File: src/rtl/seqdiv_pkg.sv
package seqdiv_pkg;

    typedef enum logic [2:0] {
        PH_IDLE  = 3'd0,
        PH_SADJ  = 3'd1,
        PH_EARLY = 3'd2,
        PH_ITER  = 3'd3,
        PH_RADJ  = 3'd4,
        PH_SFIX  = 3'd5,
        PH_WRITE = 3'd6
    } div_phase_e;

endpackage

File: src/rtl/seqdiv_operand_prep.sv
module seqdiv_operand_prep #(
    parameter int W = 32
) (
    input  logic [W-1:0] num_i,
    input  logic [W-1:0] den_i,
    input  logic         is_signed_i,
    output logic [W-1:0] num_mag_o,
    output logic [W-1:0] den_mag_o,
    output logic         quo_neg_o,
    output logic         rem_neg_o
);
    logic num_neg, den_neg;

    always_comb begin
        num_neg   = is_signed_i & num_i[W-1];
        den_neg   = is_signed_i & den_i[W-1];
        num_mag_o = num_neg ? (~num_i + 1'b1) : num_i;
        den_mag_o = den_neg ? (~den_i + 1'b1) : den_i;
        quo_neg_o = num_neg ^ den_neg;
        rem_neg_o = num_neg;
    end
endmodule

File: src/rtl/seqdiv_nr_step.sv
module seqdiv_nr_step #(
    parameter int W  = 32,
    localparam int RW = W + 2
) (
    input  logic [RW-1:0] rem_i,
    input  logic          bit_in_i,
    input  logic [W-1:0]  den_i,
    output logic [RW-1:0] rem_o,
    output logic          qbit_o
);
    logic [RW-1:0] shifted, den_ext;

    always_comb begin
        shifted = {rem_i[RW-2:0], bit_in_i};
        den_ext = {2'b00, den_i};
        rem_o   = rem_i[RW-1] ? (shifted + den_ext) : (shifted - den_ext);
        qbit_o  = ~rem_o[RW-1];
    end
endmodule

File: src/rtl/seqdiv_result_fix.sv
module seqdiv_result_fix #(
    parameter int W = 32
) (
    input  logic [W-1:0] quo_mag_i,
    input  logic [W-1:0] rem_mag_i,
    input  logic         quo_neg_i,
    input  logic         rem_neg_i,
    output logic [W-1:0] quo_o,
    output logic [W-1:0] rem_o
);
    always_comb begin
        quo_o = quo_neg_i ? (~quo_mag_i + 1'b1) : quo_mag_i;
        rem_o = rem_neg_i ? (~rem_mag_i + 1'b1) : rem_mag_i;
    end
endmodule

File: src/rtl/seqdiv_unit.sv
module seqdiv_unit #(
    parameter int W = 32
) (
    input  logic         clk_i,
    input  logic         rst_ni,
    input  logic         start_i,
    input  logic         is_signed_i,
    input  logic [W-1:0] dividend_i,
    input  logic [W-1:0] divisor_i,
    output logic         busy_o,
    output logic         done_o,
    output logic [W-1:0] quotient_o,
    output logic [W-1:0] remainder_o
);
    import seqdiv_pkg::*;

    localparam int CW = $clog2(W);
    localparam int RW = W + 2;
    localparam logic [CW-1:0] LAST_ITER = CW'(W - 1);

    typedef struct packed {
        div_phase_e    ph;
        logic [CW-1:0] cnt;
        logic [W-1:0]  opa;
        logic [W-1:0]  opb;
        logic          sgn;
        logic          quo_neg;
        logic          rem_neg;
        logic [W-1:0]  dvs;
        logic [W-1:0]  quo;
        logic [RW-1:0] rem;
        logic [W-1:0]  res_q;
        logic [W-1:0]  res_r;
    } div_regs_t;

    div_regs_t st_d, st_q;

    logic [W-1:0]  mag_a, mag_b;
    logic          flag_qn, flag_rn;
    logic [RW-1:0] step_rem;
    logic          step_bit;
    logic [W-1:0]  fix_q, fix_r;

    seqdiv_operand_prep #(.W(W)) i_prep (
        .num_i       (st_q.opa),
        .den_i       (st_q.opb),
        .is_signed_i (st_q.sgn),
        .num_mag_o   (mag_a),
        .den_mag_o   (mag_b),
        .quo_neg_o   (flag_qn),
        .rem_neg_o   (flag_rn)
    );

    seqdiv_nr_step #(.W(W)) i_step (
        .rem_i    (st_q.rem),
        .bit_in_i (st_q.quo[W-1]),
        .den_i    (st_q.dvs),
        .rem_o    (step_rem),
        .qbit_o   (step_bit)
    );

    seqdiv_result_fix #(.W(W)) i_fix (
        .quo_mag_i (st_q.quo),
        .rem_mag_i (st_q.rem[W-1:0]),
        .quo_neg_i (st_q.quo_neg),
        .rem_neg_i (st_q.rem_neg),
        .quo_o     (fix_q),
        .rem_o     (fix_r)
    );

    always_comb begin
        st_d = st_q;
        unique case (st_q.ph)
            PH_IDLE: begin
                if (start_i) begin
                    st_d.opa = dividend_i;
                    st_d.opb = divisor_i;
                    st_d.sgn = is_signed_i;
                    st_d.ph  = PH_SADJ;
                end
            end
            PH_SADJ: begin
                st_d.quo     = mag_a;
                st_d.dvs     = mag_b;
                st_d.quo_neg = flag_qn;
                st_d.rem_neg = flag_rn;
                st_d.ph      = PH_EARLY;
            end
            PH_EARLY: begin
                st_d.rem = '0;
                st_d.cnt = '0;
                st_d.ph  = PH_ITER;
            end
            PH_ITER: begin
                st_d.rem = step_rem;
                st_d.quo = {st_q.quo[W-2:0], step_bit};
                st_d.cnt = st_q.cnt + 1'b1;
                if (st_q.cnt == LAST_ITER) begin
                    st_d.ph = PH_RADJ;
                end
            end
            PH_RADJ: begin
                if (st_q.rem[RW-1]) begin
                    st_d.rem = st_q.rem + {2'b00, st_q.dvs};
                end
                st_d.ph = PH_SFIX;
            end
            PH_SFIX: begin
                st_d.res_q = fix_q;
                st_d.res_r = fix_r;
                st_d.ph    = PH_WRITE;
            end
            PH_WRITE: begin
                st_d.ph = PH_IDLE;
            end
            default: begin
                st_d.ph = PH_IDLE;
            end
        endcase
    end

    always_ff @(posedge clk_i or negedge rst_ni) begin
        if (!rst_ni) begin
            st_q <= '0;
        end else begin
            st_q <= st_d;
        end
    end

    assign busy_o      = (st_q.ph != PH_IDLE);
    assign done_o      = (st_q.ph == PH_WRITE);
    assign quotient_o  = st_q.res_q;
    assign remainder_o = st_q.res_r;

    assert_done_in_busy_R2: assert property (@(posedge clk_i) disable iff (!rst_ni)
        done_o |-> busy_o);

    assert_start_accept_R2: assert property (@(posedge clk_i) disable iff (!rst_ni)
        (!busy_o && start_i) |=> (busy_o && st_q.ph == PH_SADJ));

    assert_busy_holds_R7: assert property (@(posedge clk_i) disable iff (!rst_ni)
        (busy_o && !done_o) |=> busy_o);

    assert_iter_count_R3: assert property (@(posedge clk_i) disable iff (!rst_ni)
        (st_q.ph == PH_RADJ) |-> ($past(st_q.ph) == PH_ITER && $past(st_q.cnt) == LAST_ITER));

    assert_done_pulse_R9: assert property (@(posedge clk_i) disable iff (!rst_ni)
        done_o |=> !done_o);

    assert_results_stable_R9: assert property (@(posedge clk_i) disable iff (!rst_ni)
        (st_q.ph != PH_SFIX) |=> ($stable(quotient_o) && $stable(remainder_o)));

    assert_rem_range_R10: assert property (@(posedge clk_i) disable iff (!rst_ni)
        (st_q.ph == PH_SFIX) |-> (!st_q.rem[RW-1] &&
                                  (st_q.dvs == '0 || st_q.rem[W-1:0] < st_q.dvs)));
endmodule

File: config.mk
export PLATFORM = sky130hd
export DESIGN_NAME = seqdiv_unit
export DESIGN_NICKNAME = d
export VERILOG_FILES = /design/src/rtl/seqdiv_pkg.sv /design/src/rtl/seqdiv_operand_prep.sv /design/src/rtl/seqdiv_nr_step.sv /design/src/rtl/seqdiv_result_fix.sv /design/src/rtl/seqdiv_unit.sv
export SDC_FILE = /design/constraint.sdc
export NUM_CORES = 1
export LEC_CHECK = 0
export BUFFER_PORTS_ARGS = -buffer_cell sky130_fd_sc_hd__buf_2
export CORE_MARGIN = 2
export CORE_UTILIZATION = 68
export CTS_BUF_LIST = sky130_fd_sc_hd__clkbuf_8
export DETAILED_ROUTE_END_ITERATION = 8
export GPL_TIMING_DRIVEN = 1
export PLACE_DENSITY = 0.95
export SETUP_SLACK_MARGIN = 0.5
export SLEW_MARGIN = 5
export SYNTH_ARGS = -nofsm -noshare
export SYNTH_HDL_FRONTEND = slang
export SYNTH_SLANG_ARGS = --single-unit
File: constraint.sdc
create_clock -name clk_i -period 13.35 [get_ports clk_i]
set_input_delay 1.335 -clock clk_i [delete_from_list [all_inputs] [get_ports clk_i]]
set_output_delay 1.335 -clock clk_i [all_outputs]
set_load 0.03 [all_outputs]
==> impl_metrics.ini <==
[finish]
signed_area_change_from_the_synthesized_netlist_to_the_final_layout_pct = 8.34
finish.utilization_pct = 75.7
num-nets-final = 1998
final_layout_size_suffix_gt1_share_pct = 12.4
antenna-diode-count = 0

[min_path]
holdCritPathClass = reg -> reg
worst_hold_startpoint = remainder_o[9]
worst_hold_path.endpoint = remainder_o[9]
holdPathStages = 2

[global_route]
grt_max_degree = 129
grt_pass1_wl_um = 67900
grt_antenna_before_repair = 0
grt_pass1_vias = 12918
globalRoute.totalOverflow = 0
grtUsageTotal_pct = 35.0

[floorplanning]
die_height_um = 157
i_o_pin_count = 134
design.core.area_um2 = 22800
die_width_um = 157
die_area_um2 = 24600
initial_utilization_pct = 69.9
rows = 55

[placed_design]
post-dp-hpwl_um = 31100
finalWeightedCongestion = 0.955
port_buffers = 133

[clock_tree]
cts.sink_count = 237
cts_hold_buf = 0
num_cts_buffers = 41
worstSkewPairLatency_ns = 0.55
cts_resized = 0
cts_root_buf = sky130_fd_sc_hd__clkbuf_8
cts-root-to-sink-buffers = 3
htree_num_levels = 2
tritoncts = yes
cts_setup_buffers = 0
clkSlewWorstSetupHoldPaths_ns = 0.07

[sta]
max_slew.worst_pin.slew_ns = 1.16
hold_viol = 0
final_period_minus_worst_setup_slack_ns = 5.17
achievable-frequency_mhz = 194
timing.setup.tns_ns = 0
slew_violations = 0
clock-skew-final_ns = 0.0168
report.final.setup_viol = 0
finalCritPeriodShare_pct = 38.7
rsz0062_at_grt = no
relSlewSlack_pct = 22.4

[worst_setup_path]
crit_path_top_delay_cell = sky130_fd_sc_hd__or4_1
crit-reg2reg-launch = st_q[134]
crit_path_top_cell_by_count = sky130_fd_sc_hd__a21oi_1
r2r.worst_path.cells = 20
start_kind = flop
ff2ff_setup_slack_ns = 8.18
critical_path.max_stage_delay_ns = 0.55
cp.buffers_inverters = 0
cp_data_required_time_ns = 13.83
timing.rr.end = st_q[95]
worstPathCellList = or4_1 -> nor3_1 -> nand2_1 -> nor2_1 -> nand3b_1 -> nor4_1 -> nor3b_1 -> a21oi_1 -> xor2_1 -> ha_1 -> a21oi_1 -> nand2b_1 -> nand2b_1 -> a21oi_1 -> o21ai_0 -> a21o_1 -> a221oi_1 -> xnor2_1 -> nand2_1 -> nand4_1
cp.arrival_ns = 5.65
worstSetupPathType = reg -> reg
endpoint_kind = flop
timing.critical_path.max_delay_family = simple AND/OR/NAND/NOR gates
critPathMaxFanout = 6

[synthesis]
async_reset_ff_share_pct = 100
yosys_register_bits = 237
ys_seq_area_share_pct = 37.3
largest_area_contributor_in_the_synthesized_netlist = sky130_fd_sc_hd__dfrtp_1
synthTopCellsByArea = sky130_fd_sc_hd__dfrtp_1, sky130_fd_sc_hd__xor2_1, sky130_fd_sc_hd__ha_1, sky130_fd_sc_hd__a21oi_1, sky130_fd_sc_hd__nand2_1
synth_most_common_cell = sky130_fd_sc_hd__dfrtp_1
synth_top_area_share_pct = 37.3
mappedNetlistArea_um2 = 15900
synth_fp_nets = 1956
yosysWarnings = 0
syn_avg_cell_area_um2 = 8.78
synthCells = 1813
synth_enable_flop_cells = 0
synth.cells.most_frequent = sky130_fd_sc_hd__dfrtp_1, sky130_fd_sc_hd__nand2_1, sky130_fd_sc_hd__a21oi_1, sky130_fd_sc_hd__nor2_1, sky130_fd_sc_hd__xor2_1
synthDistinctLibCells = 74
prevailing_post_synth_register_cell = sky130_fd_sc_hd__dfrtp_1

[power_and_ir_drop]
comb_power_share_pct = 61.8
seqPwrFrac_pct = 24.8
clock_network_fraction_of_total_power_pct = 13.4
p_int_mw = 2.78
power_leakage_nw = 7.61
p_switching_mw = 2.68
p_sw_share_pct = 49.1
power.ir.vdd_worst_uv = 141
power-per-cell-area_nw_per_um2 = 317

[routing]
drt_iter0_markers = 1699
dr.pass1.iters = 5
detail_route.drc_violations = 0
routed_wire_length_per_instance_um = 19.5
final_antenna_net_count = 0
total_wirelength_of_the_detailed_routed_design_um = 42900
detailroute.via_count = 13919
vias_per_cell = 6.33

[run_status]
run_status = complete, no violations

[flow_run]
drv.max_cap_violation_count = 0
## stage by stage
| step | hold slack, ns | instance area (um2) | worst slack (ns) | total power, mW | std cells |
|---|---|---|---|---|---|
| 3_5_place_dp | 0.465 | 16300 | 8.29 | 4.60 | 2125 |
| 6_report | 0.482 | 17200 | 8.18 | 5.47 | 2200 |
| 4_1_cts | 0.482 | 17200 | 8.22 | 5.36 | 2200 |
| 2_1_floorplan | 0.451 | 15900 | 9.04 | 3.79 | 1813 |
| 3_3_place_gp | 0.456 | 16300 | 8.33 | 4.54 | 2125 |
| 5_1_grt | 0.493 | 17200 | 7.67 | 5.89 | 2200 |
## power by group through the flow
stage	Clock (mW)	Combinational, mW	Sequential (mW)
floorplan	0	2.61	1.18
global placement	0	3.22	1.31
detailed placement	0	3.26	1.34
CTS	0.736	3.30	1.33
global route	0.769	3.74	1.38
finish	0.732	3.38	1.35
## cells by family (layout without fill, tap and decap cells)
kind of cell	after synthesis	in the layout	share of synthesized area (%)
XOR/XNOR	205	205	11.3
buffers and inverters	182	256	5.81
AND/OR/NAND/NOR	518	518	15.1
multiplexers	65	65	4.56
adder cells (fa/ha/maj)	75	75	5.99
AO/OA/AOI/OAI	531	531	20.0
flip-flops	237	237	37.3
## layer usage
layer  track usage [%]  share of wire (%)  wire length [um]  up-vias
li1                  -                  -                 -     6517
met1              53.5                 46             19600     6647
met2              50.7                 42             18000      694
met3              7.96                 11              4630       61
met4              8.04                1.8               755        0
met5                 0                  0                 0        -
## state kept, by name, indices dropped and copies added, names as in the netlist
signal	flops
quotient_o	32
remainder_o	32
st_q	173
## worst max path at each step
stage	start	to	slack, ns	cells after the start
6_report	st_q[134]	st_q[95]	8.18	20
5_1_grt	st_q[134]	st_q[95]	7.67	20
4_1_cts	st_q[134]	st_q[95]	8.22	20
3_5_place_dp	st_q[134]	st_q[95]	8.29	20
3_3_place_gp	st_q[134]	st_q[95]	8.33	20
2_1_floorplan	st_q[134]	st_q[95]	9.04	20
## layout make-up
cell class              count  area, um2
clock inverters            18        143
multi-input cells        1394       9090
flip-flops and latches    237       5930
inverters                  36        135
fillers                  1605       5540
well taps                 313        392
repair buffers            145        766
clock buffers              57        785
## tightest hold or removal path, delay by kind of cell, from the launching register on
family | cells | cell delay (ns)
AOI/OAI and AO/OA | 1 | 0.06
DFF | 1 | 0.34
and+or+nand+nor | 1 | 0.04
## cells in the final DEF (no fill, tap or decap), types with 11 or more instances in the layout
| cell type | count |
|---|---|
| sky130_fd_sc_hd__dfrtp_1 | 237 |
| sky130_fd_sc_hd__nand2_1 | 199 |
| sky130_fd_sc_hd__a21oi_1 | 155 |
| sky130_fd_sc_hd__nor2_1 | 135 |
| sky130_fd_sc_hd__buf_2 | 132 |
| sky130_fd_sc_hd__xor2_1 | 130 |
| sky130_fd_sc_hd__o21ai_1 | 109 |
| sky130_fd_sc_hd__o21ai_0 | 91 |
| sky130_fd_sc_hd__xnor2_1 | 75 |
| sky130_fd_sc_hd__ha_1 | 73 |
| sky130_fd_sc_hd__mux2_1 | 58 |
| sky130_fd_sc_hd__clkbuf_8 | 57 |
| sky130_fd_sc_hd__inv_1 | 44 |
| sky130_fd_sc_hd__nand3_1 | 30 |
| sky130_fd_sc_hd__nor3_1 | 28 |
| sky130_fd_sc_hd__a21o_1 | 28 |
| sky130_fd_sc_hd__nand2b_1 | 25 |
| sky130_fd_sc_hd__o31ai_1 | 19 |
| sky130_fd_sc_hd__or3_1 | 18 |
| sky130_fd_sc_hd__or4_1 | 15 |
| sky130_fd_sc_hd__nand4_1 | 13 |
| sky130_fd_sc_hd__buf_4 | 12 |
| sky130_fd_sc_hd__nor4_1 | 11 |
| sky130_fd_sc_hd__a31oi_1 | 11 |
| sky130_fd_sc_hd__o41ai_1 | 11 |
| sky130_fd_sc_hd__o221ai_1 | 11 |
| sky130_fd_sc_hd__a22oi_1 | 11 |
Note: power is estimated with default switching activity, not from simulation.
